==> config.mk <==
export PLATFORM = sky130hd
export DESIGN_NAME = ide_pio_engine
export DESIGN_NICKNAME = d
export VERILOG_FILES = /design/src/rtl/ide_pio_pkg.sv /design/src/rtl/ide_pio_sync.sv /design/src/rtl/ide_pio_timing.sv /design/src/rtl/ide_pio_engine.sv
export SDC_FILE = /design/constraint.sdc
export NUM_CORES = 1
export LEC_CHECK = 0
export ABC_CLOCK_PERIOD_IN_PS = 3200
export BUFFER_PORTS_ARGS = -buffer_cell sky130_fd_sc_hd__buf_2
export CORE_MARGIN = 4
export CORE_UTILIZATION = 55
export DETAILED_ROUTE_END_ITERATION = 6
export GPL_ROUTABILITY_DRIVEN = 0
export PLACE_DENSITY = 0.84
export SYNTH_ARGS = -nofsm -noshare
export SYNTH_HDL_FRONTEND = slang
export SYNTH_HIERARCHICAL = 1
export SYNTH_SLANG_ARGS = --single-unit
==> constraint.sdc <==
create_clock -name clk -period 3.2 [get_ports clk]
set_input_delay 0.48 -clock clk [delete_from_list [all_inputs] [get_ports clk]]
set_output_delay 0.48 -clock clk [all_outputs]
set_load 0.005 [all_outputs]
==> src/rtl/ide_pio_pkg.sv <==
package ide_pio_pkg;
    typedef enum logic [2:0] {
        ST_IDLE  = 3'd0,
        ST_SETUP = 3'd1,
        ST_STRB  = 3'd2,
        ST_WAIT  = 3'd3,
        ST_RECOV = 3'd4
    } phase_e;

    localparam int unsigned SEL_W       = 2;  // width of each timing code
    localparam int unsigned CNT_W       = 3;  // holds lengths minus one, up to 4
    localparam int unsigned STRB_BASE   = 2;  // fast strobe = code + 2
    localparam int unsigned RCV_BASE    = 1;  // fast recovery = code + 1
    localparam int unsigned COMPAT_STRB = 5;
    localparam int unsigned COMPAT_RCV  = 4;
    localparam int unsigned SETUP_CLKS  = 2;
    localparam int unsigned WAIT_MIN    = 2;  // shortest IORDY stretch
    localparam int unsigned SYNC_STAGES = 2;
endpackage

==> src/rtl/ide_pio_sync.sv <==
module ide_pio_sync #(
    parameter int unsigned STAGES  = 2,
    parameter logic        RST_VAL = 1'b1
) (
    input  logic clk,
    input  logic rst_n,
    input  logic din,
    output logic dout
);
    logic [STAGES-1:0] sh_d, sh_q;

    always_comb begin
        sh_d = {sh_q[STAGES-2:0], din};
    end

    always_ff @(posedge clk or negedge rst_n) begin
        if (!rst_n) sh_q <= {STAGES{RST_VAL}};
        else        sh_q <= sh_d;
    end

    assign dout = sh_q[STAGES-1];
endmodule

==> src/rtl/ide_pio_timing.sv <==
module ide_pio_timing
    import ide_pio_pkg::*;
#(
    parameter  int unsigned DRV_W   = 1,
    localparam int unsigned NUM_DRV = 1 << DRV_W
) (
    input  logic [NUM_DRV-1:0]       fast_en,
    input  logic [NUM_DRV*SEL_W-1:0] strb_sel,
    input  logic [NUM_DRV*SEL_W-1:0] rcv_sel,
    input  logic [DRV_W-1:0]         drive,
    input  logic                     data_port,
    output logic [CNT_W-1:0]         strb_last,
    output logic [CNT_W-1:0]         rcv_last
);
    logic [CNT_W-1:0] drv_strb [NUM_DRV];
    logic [CNT_W-1:0] drv_rcv  [NUM_DRV];

    for (genvar g = 0; g < NUM_DRV; g++) begin : g_drv
        assign drv_strb[g] = fast_en[g]
            ? CNT_W'(STRB_BASE - 1) + CNT_W'(strb_sel[g*SEL_W +: SEL_W])
            : CNT_W'(COMPAT_STRB - 1);
        assign drv_rcv[g]  = fast_en[g]
            ? CNT_W'(RCV_BASE - 1) + CNT_W'(rcv_sel[g*SEL_W +: SEL_W])
            : CNT_W'(COMPAT_RCV - 1);
    end

    assign strb_last = data_port ? drv_strb[drive] : CNT_W'(COMPAT_STRB - 1);
    assign rcv_last  = data_port ? drv_rcv[drive]  : CNT_W'(COMPAT_RCV - 1);
endmodule

==> src/rtl/ide_pio_engine.sv <==
module ide_pio_engine
    import ide_pio_pkg::*;
#(
    parameter  int unsigned DATA_W  = 16,
    parameter  int unsigned ADDR_W  = 3,
    parameter  int unsigned DRV_W   = 1,
    localparam int unsigned NUM_DRV = 1 << DRV_W
) (
    input  logic                     clk,
    input  logic                     rst_n,
    input  logic                     req_valid,
    output logic                     req_ready,
    input  logic                     req_write,
    input  logic                     req_data_port,
    input  logic [DRV_W-1:0]         req_drive,
    input  logic                     req_ctl_blk,
    input  logic [ADDR_W-1:0]        req_addr,
    input  logic [DATA_W-1:0]        req_wdata,
    input  logic [NUM_DRV-1:0]       cfg_fast_en,
    input  logic [NUM_DRV*SEL_W-1:0] cfg_strb_sel,
    input  logic [NUM_DRV*SEL_W-1:0] cfg_rcv_sel,
    output logic [ADDR_W-1:0]        ide_da,
    output logic [1:0]               ide_cs_n,
    output logic                     ide_dior_n,
    output logic                     ide_diow_n,
    output logic [DATA_W-1:0]        ide_dd_out,
    output logic                     ide_dd_oe,
    input  logic [DATA_W-1:0]        ide_dd_in,
    input  logic                     ide_iordy,
    output logic                     rsp_done,
    output logic [DATA_W-1:0]        rsp_rdata
);
    typedef struct packed {
        phase_e            phase;
        logic [CNT_W-1:0]  cnt;
        logic [CNT_W-1:0]  strb_last;
        logic [CNT_W-1:0]  rcv_last;
        logic              write;
        logic              dport;
        logic [ADDR_W-1:0] da;
        logic [1:0]        cs_n;
        logic [DATA_W-1:0] wdata;
        logic [DATA_W-1:0] rdata;
        logic              dior_n;
        logic              diow_n;
    } eng_t;

    localparam eng_t ENG_RST = '{
        phase: ST_IDLE, cnt: '0, strb_last: '0, rcv_last: '0, write: 1'b0,
        dport: 1'b0, da: '0, cs_n: 2'b11, wdata: '0, rdata: '0,
        dior_n: 1'b1, diow_n: 1'b1
    };

    eng_t             eng_d, eng_q;
    logic             iordy_s;
    logic [CNT_W-1:0] strb_new, rcv_new;
    logic [1:0]       cs_new;
    logic             last_rcv, load, skip_setup, strobing;

    ide_pio_sync #(.STAGES(SYNC_STAGES), .RST_VAL(1'b1)) u_sync (
        .clk   (clk),
        .rst_n (rst_n),
        .din   (ide_iordy),
        .dout  (iordy_s)
    );

    ide_pio_timing #(.DRV_W(DRV_W)) u_timing (
        .fast_en   (cfg_fast_en),
        .strb_sel  (cfg_strb_sel),
        .rcv_sel   (cfg_rcv_sel),
        .drive     (req_drive),
        .data_port (req_data_port),
        .strb_last (strb_new),
        .rcv_last  (rcv_new)
    );

    assign cs_new     = req_ctl_blk ? 2'b01 : 2'b10;
    assign last_rcv   = (eng_q.phase == ST_RECOV) && (eng_q.cnt == '0);
    assign req_ready  = (eng_q.phase == ST_IDLE) || last_rcv;
    assign skip_setup = eng_q.dport && req_data_port &&
                        (req_addr == eng_q.da) && (cs_new == eng_q.cs_n);

    always_comb begin
        eng_d = eng_q;
        load  = 1'b0;
        unique case (eng_q.phase)
            ST_IDLE: begin
                if (req_valid) begin
                    load        = 1'b1;
                    eng_d.phase = ST_SETUP;
                    eng_d.cnt   = CNT_W'(SETUP_CLKS - 1);
                end
            end
            ST_SETUP: begin
                if (eng_q.cnt == '0) begin
                    eng_d.phase = ST_STRB;
                    eng_d.cnt   = eng_q.strb_last;
                end else begin
                    eng_d.cnt = eng_q.cnt - CNT_W'(1);
                end
            end
            ST_STRB, ST_WAIT: begin
                if (eng_q.cnt != '0) begin
                    eng_d.cnt = eng_q.cnt - CNT_W'(1);
                end else if (iordy_s) begin
                    eng_d.phase = ST_RECOV;
                    eng_d.cnt   = eng_q.rcv_last;
                    if (!eng_q.write) eng_d.rdata = ide_dd_in;
                end else if (eng_q.phase == ST_STRB) begin
                    eng_d.phase = ST_WAIT;
                    eng_d.cnt   = CNT_W'(WAIT_MIN - 1);
                end
            end
            ST_RECOV: begin
                if (eng_q.cnt != '0) begin
                    eng_d.cnt = eng_q.cnt - CNT_W'(1);
                end else if (req_valid) begin
                    load = 1'b1;
                    if (skip_setup) begin
                        eng_d.phase = ST_STRB;
                        eng_d.cnt   = strb_new;
                    end else begin
                        eng_d.phase = ST_SETUP;
                        eng_d.cnt   = CNT_W'(SETUP_CLKS - 1);
                    end
                end else begin
                    eng_d.phase = ST_IDLE;
                    eng_d.cs_n  = 2'b11;
                    eng_d.da    = '0;
                    eng_d.dport = 1'b0;
                    eng_d.write = 1'b0;
                end
            end
            default: eng_d.phase = ST_IDLE;
        endcase

        if (load) begin
            eng_d.write     = req_write;
            eng_d.dport     = req_data_port;
            eng_d.da        = req_addr;
            eng_d.cs_n      = cs_new;
            eng_d.wdata     = req_wdata;
            eng_d.strb_last = strb_new;
            eng_d.rcv_last  = rcv_new;
        end

        strobing     = (eng_d.phase == ST_STRB) || (eng_d.phase == ST_WAIT);
        eng_d.dior_n = !(strobing && !eng_d.write);
        eng_d.diow_n = !(strobing &&  eng_d.write);
    end

    always_ff @(posedge clk or negedge rst_n) begin
        if (!rst_n) eng_q <= ENG_RST;
        else        eng_q <= eng_d;
    end

    assign ide_da     = eng_q.da;
    assign ide_cs_n   = eng_q.cs_n;
    assign ide_dior_n = eng_q.dior_n;
    assign ide_diow_n = eng_q.diow_n;
    assign ide_dd_out = eng_q.wdata;
    assign ide_dd_oe  = eng_q.write && (eng_q.phase != ST_IDLE);
    assign rsp_done   = last_rcv;
    assign rsp_rdata  = eng_q.rdata;
endmodule

==> results of run 1 <==
## registers in the layout (all words and copies together) (netlist names)
name	cells
ide_dd_out	16
rsp_rdata	16
eng_q	14
ide_da	3
ide_cs_n	2
u_sync/sh_q	2
ide_dior_n	1
ide_diow_n	1
## layer usage
metal | part of all wire [%] | vias up
met5 | 0 | -
met2 | 49 | 64
met4 | 1.0 | 0
met3 | 6.8 | 7
met1 | 43 | 935
li1 | - | 934
## critical path: cells and delay by family (launching register included)
family / cells / cell delay (ns)
mux: 1 / 0.41
flops: 1 / 0.64
simple gates: 4 / 1.02
## cell families (layout without fill, tap and decap cells)
kind of cell / Yosys count / count (layout) / synth area share, %
xor+xnor: 4 / 4 / 1.19
mux: 39 / 39 / 16.2
buf+inv: 57 / 112 / 14.2
compound gates: 41 / 41 / 9.83
flops: 55 / 55 / 47.1
fa+ha+maj: 4 / 4 / 1.70
other cells: 1 / 1 / 0.128
simple gates: 46 / 46 / 9.75
## per-stage QoR
stage,utilization (%),instance area [um2],std cells
6_report,62.9,3230,372
2_1_floorplan,-,2940,247
4_1_cts,62.9,3230,372
3_5_place_dp,61.0,3130,364
5_1_grt,62.9,3230,372
3_3_place_gp,61.0,3130,364
## placed cells by master (no fill, tap or decap), types with 2 or more instances in the layout
master	instances
mux2_4	10
a21boi_0	2
buf_4	3
o32a_1	2
or2_1	2
clkbuf_8	6
a22oi_1	2
o21ai_1	3
dfrtp_1	49
nor2_1	3
a22o_1	4
buf_2	94
dfstp_2	6
nand2b_1	3
a32o_1	2
o22ai_1	2
nor3_1	7
xnor2_1	4
and3b_1	4
nand2b_4	2
o21ai_0	6
a21oi_1	8
inv_1	7
nand4b_1	2
ha_1	4
nand2_1	13
mux2_2	27
nor3b_1	4
## power by group
group / leakage [nW] / total (mW) / internal [mW] / switching [mW]
registers: 0.644 / 1.24 / 1.03 / 0.210
logic: 0.857 / 1.21 / 0.691 / 0.520
clock network: 0.0474 / 0.405 / 0.177 / 0.228
total: 1.55 / 2.86 / 1.90 / 0.958
## area by class of cell
type	count	area [um2]
Clock buffer	6	82.6
Clock inverter	2	16.3
Fill cell	436	1910
Inverter	7	26.3
Multi-Input combinational cell	135	1140
Sequential cell	55	1380
Tap cell	70	87.6
Timing Repair Buffer	97	493
## worst paths after layout
kind,endpoint,slack [ns],cells after the start
max in group asynchronous,u_sync/sh_q[1],2.05,2
worst min register to register,u_sync/sh_q[1],0.36,0
worst min-delay path,u_sync/sh_q[0],0.26,1
min in group asynchronous,ide_da[2],0.39,1
worst max register to register,rsp_rdata[5],1.01,5
worst max-delay path,rsp_rdata[5],1.01,5
==> impl_metrics.env, run 1 <==
export IMPL_holdBufCountCts=0
export IMPL_synth_nets=304
export IMPL_yosys_area_top_type="dfrtp_1"
export IMPL_synth_edff_count=0
export IMPL_clk_pin_slew_ns=0.10
export IMPL_start_kind="flip-flop"
export IMPL_hold_slack_ns=0.256
export IMPL_grt_usage_pct=16.7
export IMPL_period_share_pct=68.5
export IMPL_nets=358
export IMPL_vias=1940
export IMPL_yosys_warnings=6
export IMPL_drv_slew=0
export IMPL_grt_pass1_vias=1864
export IMPL_drt_initial_drc_count=107
export IMPL_core_um2=5140
export IMPL_drcViolationCount=0
export IMPL_critPathKind="reg -> reg"
export IMPL_hold_start="ide_iordy"
export IMPL_syn_area_per_cell_um2=11.9
export IMPL_layout_drive_gt1_share_pct=51.0
export IMPL_status="complete, no violations"
export IMPL_cts_made_buffers=5
export IMPL_cp_max_fo=16
export IMPL_syn_cell_area_um2=2940
export IMPL_path_cells="nand2b_4 -> nor2_2 -> nand2_1 -> or2_1 -> mux2_2"
export IMPL_drtPass1Iterations=4
export IMPL_grt_overflow=0
export IMPL_powerDensity_nw_per_um2=885
export IMPL_syn2layout_area_growth_pct=9.96
export IMPL_wl_per_cell_um=14.3
export IMPL_ys_ff_latch=55
export IMPL_antenna_found_initial=0
export IMPL_detailed_place_hpwl_um=3970
export IMPL_dieArea_um2=6580
export IMPL_finalSetupViolCount=0
export IMPL_grtUsageMet2_pct=27.8
export IMPL_cts_resized=0
export IMPL_top_usage_layer="met2"
export IMPL_finalPower_mw=2.86
export IMPL_worstMarginPinSlew_ns=1.14
export IMPL_finClkSkew_ns=0.00792
export IMPL_max_slew_margin_pct=23.9
export IMPL_grtUsageMet1_pct=21.6
export IMPL_finalHoldViolCount=0
export IMPL_dp_slack_ns=1.03
export IMPL_portBuffers=94
export IMPL_cts_setup_buffers=0
export IMPL_vias_per_cell=5.22
export IMPL_critPathMaxStageDelay_ns=0.66
export IMPL_synthArstFlopShare_pct=100
export IMPL_die_height_um=81.1
export IMPL_synthCells=247
export IMPL_yosysSeqAreaShare_pct=47.1
export IMPL_routed_wl_um=5300
export IMPL_grt_pass1_wl_um=8590
export IMPL_ctsHtreeMaxLevel=2
export IMPL_power_leakage_nw=1.55
export IMPL_ys_types=47
export IMPL_synthFlopType="dfrtp_1"
export IMPL_dieWidth_um=81.1
export IMPL_worstSetupStartpoint="eng_q[52]"
export IMPL_yosys_top_cells_area="dfrtp_1 42%, mux2_2 10%, buf_4 10%, dfstp_2 5.4%, mux2_4 5.1%"
export IMPL_setup_ws_ns=1.01
export IMPL_max_cap_viol_count=0
export IMPL_num_rows=26
export IMPL_antenna_cells=0
export IMPL_worstSetupEndpointType="flip-flop"
export IMPL_clkLatencyLatePin_ns=0.31
export IMPL_grt_setup_unrepaired="no"
export IMPL_yosysMostFrequentCell="dfrtp_1"
export IMPL_cts_sink_count=55
export IMPL_io_pins=95
export IMPL_grt_max_degree=54
export IMPL_initial_core_util_pct=57.2
export IMPL_crit_arrival_ns=2.39
export IMPL_cts_root_buf="clkbuf_8"
export IMPL_synth_top_area_share_pct=41.7
export IMPL_clock_fmax_ghz=0.456
export IMPL_peakVddDrop_mv=0.423
export IMPL_min_path_type="in -> reg"
export IMPL_regToRegStartpoint="eng_q[52]"
export IMPL_min_period_ns=2.19
export IMPL_grt_use_met3_pct=4.21
export IMPL_final_setup_tns_ns=0
export IMPL_ant_nets=0
export IMPL_synth_common_cells="49 x dfrtp_1, 40 x buf_4, 27 x mux2_2"
export IMPL_cp_slowest_cell="or2_1"
export IMPL_cts_buffer_depth=2
export IMPL_required_ns=3.40
export IMPL_tritoncts="done"
Power figures use the tool's default switching activity.
==> run 2, diff against run 1 <==
--- a/config.mk
+++ b/config.mk
@@ -5,13 +5,13 @@
 export SDC_FILE = /design/constraint.sdc
 export NUM_CORES = 1
 export LEC_CHECK = 0
-export ABC_CLOCK_PERIOD_IN_PS = 3200
+export ABC_CLOCK_PERIOD_IN_PS = 2050
 export BUFFER_PORTS_ARGS = -buffer_cell sky130_fd_sc_hd__buf_2
 export CORE_MARGIN = 4
-export CORE_UTILIZATION = 55
+export CORE_UTILIZATION = 51
 export DETAILED_ROUTE_END_ITERATION = 6
 export GPL_ROUTABILITY_DRIVEN = 0
-export PLACE_DENSITY = 0.84
+export PLACE_DENSITY = 0.78
 export SYNTH_ARGS = -nofsm -noshare
 export SYNTH_HDL_FRONTEND = slang
 export SYNTH_HIERARCHICAL = 1
==> constraint.sdc (replaced) <==
create_clock -name clk -period 2.05 [get_ports clk]
set_input_delay 0.3075 -clock clk [delete_from_list [all_inputs] [get_ports clk]]
set_output_delay 0.3075 -clock clk [all_outputs]
set_load 0.005 [all_outputs]
==> run 2 against run 1 <==
Compared with the run above: critical path depth rose by 3; non-clock buffer count rose by 5; worst setup slack got worse by 0.87 ns; sequential power rose by 56%; register-to-register slack got worse by 0.87 ns; wire length fell by 0.19%; sequential cell count did not move; clock power rose by 50%; core utilization fell by 3.5 points; highest routed layer unchanged.
==> impl_metrics.env, run 2 (synthesized netlist as in run 1, its figures left out) <==
export IMPL_syn2layout_area_growth_pct=11.9
export IMPL_status="complete, no violations"
export IMPL_cts_buffer_depth=2
export IMPL_critPathMaxStageDelay_ns=0.39
export IMPL_critPathKind="reg -> reg"
export IMPL_drtPass1Iterations=4
export IMPL_drcViolationCount=0
export IMPL_die_height_um=83.9
export IMPL_path_cells="inv_1 -> ha_1 -> nand2b_4 -> nor2_2 -> nand2_1 -> or2_1 -> buf_4 -> mux2_4"
export IMPL_cp_max_fo=16
export IMPL_tritoncts="done"
export IMPL_power_leakage_nw=1.58
export IMPL_grt_max_degree=27
export IMPL_fin_util_pct=59.4
export IMPL_combPwrFrac_pct=43.6
export IMPL_layout_drive_gt1_share_pct=52.1
export IMPL_p_switching_mw=1.51
export IMPL_max_slew_margin_pct=60.5
export IMPL_hold_slack_ns=0.0836
export IMPL_core_um2=5540
export IMPL_io_pins=95
export IMPL_clock_fmax_ghz=0.522
export IMPL_clock_power_share_pct=13.5
export IMPL_min_period_ns=1.91
export IMPL_drv_slew=0
export IMPL_num_rows=27
export IMPL_finalPower_mw=4.50
export IMPL_final_common_cell="buf_2"
export IMPL_internal_power_mw=2.99
export IMPL_clkLatencyLatePin_ns=0.31
export IMPL_grt_pass1_vias=2109
export IMPL_start_kind="flip-flop"
export IMPL_finClkSkew_ns=0.00984
export IMPL_finalSetupViolCount=0
export IMPL_final_setup_tns_ns=0
export IMPL_cts_root_buf="clkbuf_8"
export IMPL_required_ns=2.25
export IMPL_antenna_cells=0
export IMPL_antenna_found_initial=0
export IMPL_detailed_place_hpwl_um=4100
export IMPL_grt_setup_unrepaired="no"
export IMPL_clk_pin_slew_ns=0.10
export IMPL_dieWidth_um=83.9
export IMPL_finalHoldViolCount=0
export IMPL_critPathTopFamily="simple AND/OR/NAND/NOR gates"
export IMPL_grt_overflow=0
export IMPL_wl_per_cell_um=14.0
export IMPL_portBuffers=94
export IMPL_vias=1955
export IMPL_initial_core_util_pct=53.1
export IMPL_worstSetupEndpointType="flip-flop"
export IMPL_drt_initial_drc_count=99
export IMPL_min_path_type="in -> reg"
export IMPL_routed_wl_um=5290
export IMPL_period_share_pct=93.4
export IMPL_ctsHtreeMaxLevel=2
export IMPL_grt_pass1_wl_um=9370
export IMPL_cts_sink_count=55
export IMPL_crit_arrival_ns=2.12
export IMPL_dieArea_um2=7040
export IMPL_ant_nets=0
export IMPL_cts_setup_buffers=0
export IMPL_swShare_pct=33.5
export IMPL_cts_made_buffers=5
export IMPL_grt_usage_pct=16.0
export IMPL_vias_per_cell=5.16
export IMPL_crit_buf_inv=2
export IMPL_pwr_share_seq_pct=42.9
export IMPL_worstMarginPinSlew_ns=0.593
export IMPL_layout_common_cells="94 x buf_2, 49 x dfrtp_1, 27 x mux2_2, 13 x nand2_1, 10 x mux2_4"
export IMPL_nFillCells=471
export IMPL_peakVddDrop_mv=0.590
export IMPL_max_cap_viol_count=0
export IMPL_powerDensity_nw_per_um2=1370
export IMPL_nets=363
export IMPL_cp_slowest_cell="dfrtp_1"
## run 2: cell types whose count changed in the layout (fill, tap and decap cells not counted)
cell,delta
buf_4,+3
nor3_1,-1
inv_8,+1
clkinv_4,-1
nor2b_1,-1
nor2b_2,+1
buf_12,+1
nor3_2,+1
dlygate4sd3_1,+1
clkbuf_8,-1
clkinv_2,+1
## run 2: final cells by class
cell class | count | area, um2 | area share [%]
clock buffers | 5 | 68.8 | 2.09
clock inverters | 3 | 23.8 | 0.723
inverters | 7 | 26.3 | 0.799
multi-input cells | 135 | 1150 | 35.0
flip-flops and latches | 55 | 1380 | 42.1
well taps | 72 | 90.1 | 2.74
repair buffers | 102 | 546 | 16.6
## run 2: per-layer routing
metal / GRT usage [%] / vias to the layer above / part of all wire, %
met5: 0 / - / 0
met4: 4.82 / 0 / 1.6
met3: 4.34 / 9 / 6.2
met2: 28.3 / 56 / 51
met1: 19.0 / 946 / 42
li1: - / 944 / -
## run 2: repair_timing
item	in CTS	in global routing
endpoints found under the hold margin	21	0
resized for setup	0	2
endpoints found under the setup margin	0	5
hold buffers	1	0
## run 2: worst register-to-register path, cell delays in order (launching register included)
cell      delay, ns
dfrtp_1        0.39
inv_1          0.10
ha_1           0.25
nand2b_4       0.15
nor2_2         0.13
nand2_1        0.06
or2_1          0.21
buf_4          0.22
mux2_4         0.32
## run 2: power by group through the flow
stage               combinational (mW)  sequential (mW)  clock [mW]
floorplan                         1.87             1.84           0
global placement                  1.93             1.93           0
detailed placement                1.97             1.95           0
CTS                               1.98             1.94       0.641
global route                      2.18             2.02       0.689
finish                            1.96             1.93       0.607
## run 2: metrics by stage
stage	setup WS, ns	cell area, um2	std cells
after global routing	0.0131	3290	379
after global placement	0.175	3180	370
after CTS	0.0911	3280	379
final	0.135	3290	379
after floorplan	0.289	2940	247
after detailed placement	0.119	3180	370
## run 2: path summary, 6_finish.rpt
path | startpoint | to | slack, ns | cells after the start
setup reg to reg | eng_q[47] | rsp_rdata[8] | 0.14 | 8
min in group asynchronous | rst_n | rsp_rdata[9] | 0.53 | 2
hold reg to reg | u_sync/sh_q[0] | u_sync/sh_q[1] | 0.37 | 0
hold / removal | ide_iordy | u_sync/sh_q[0] | 0.08 | 1
setup / recovery | eng_q[47] | rsp_rdata[8] | 0.14 | 8
max in group asynchronous | rst_n | u_sync/sh_q[1] | 0.84 | 3
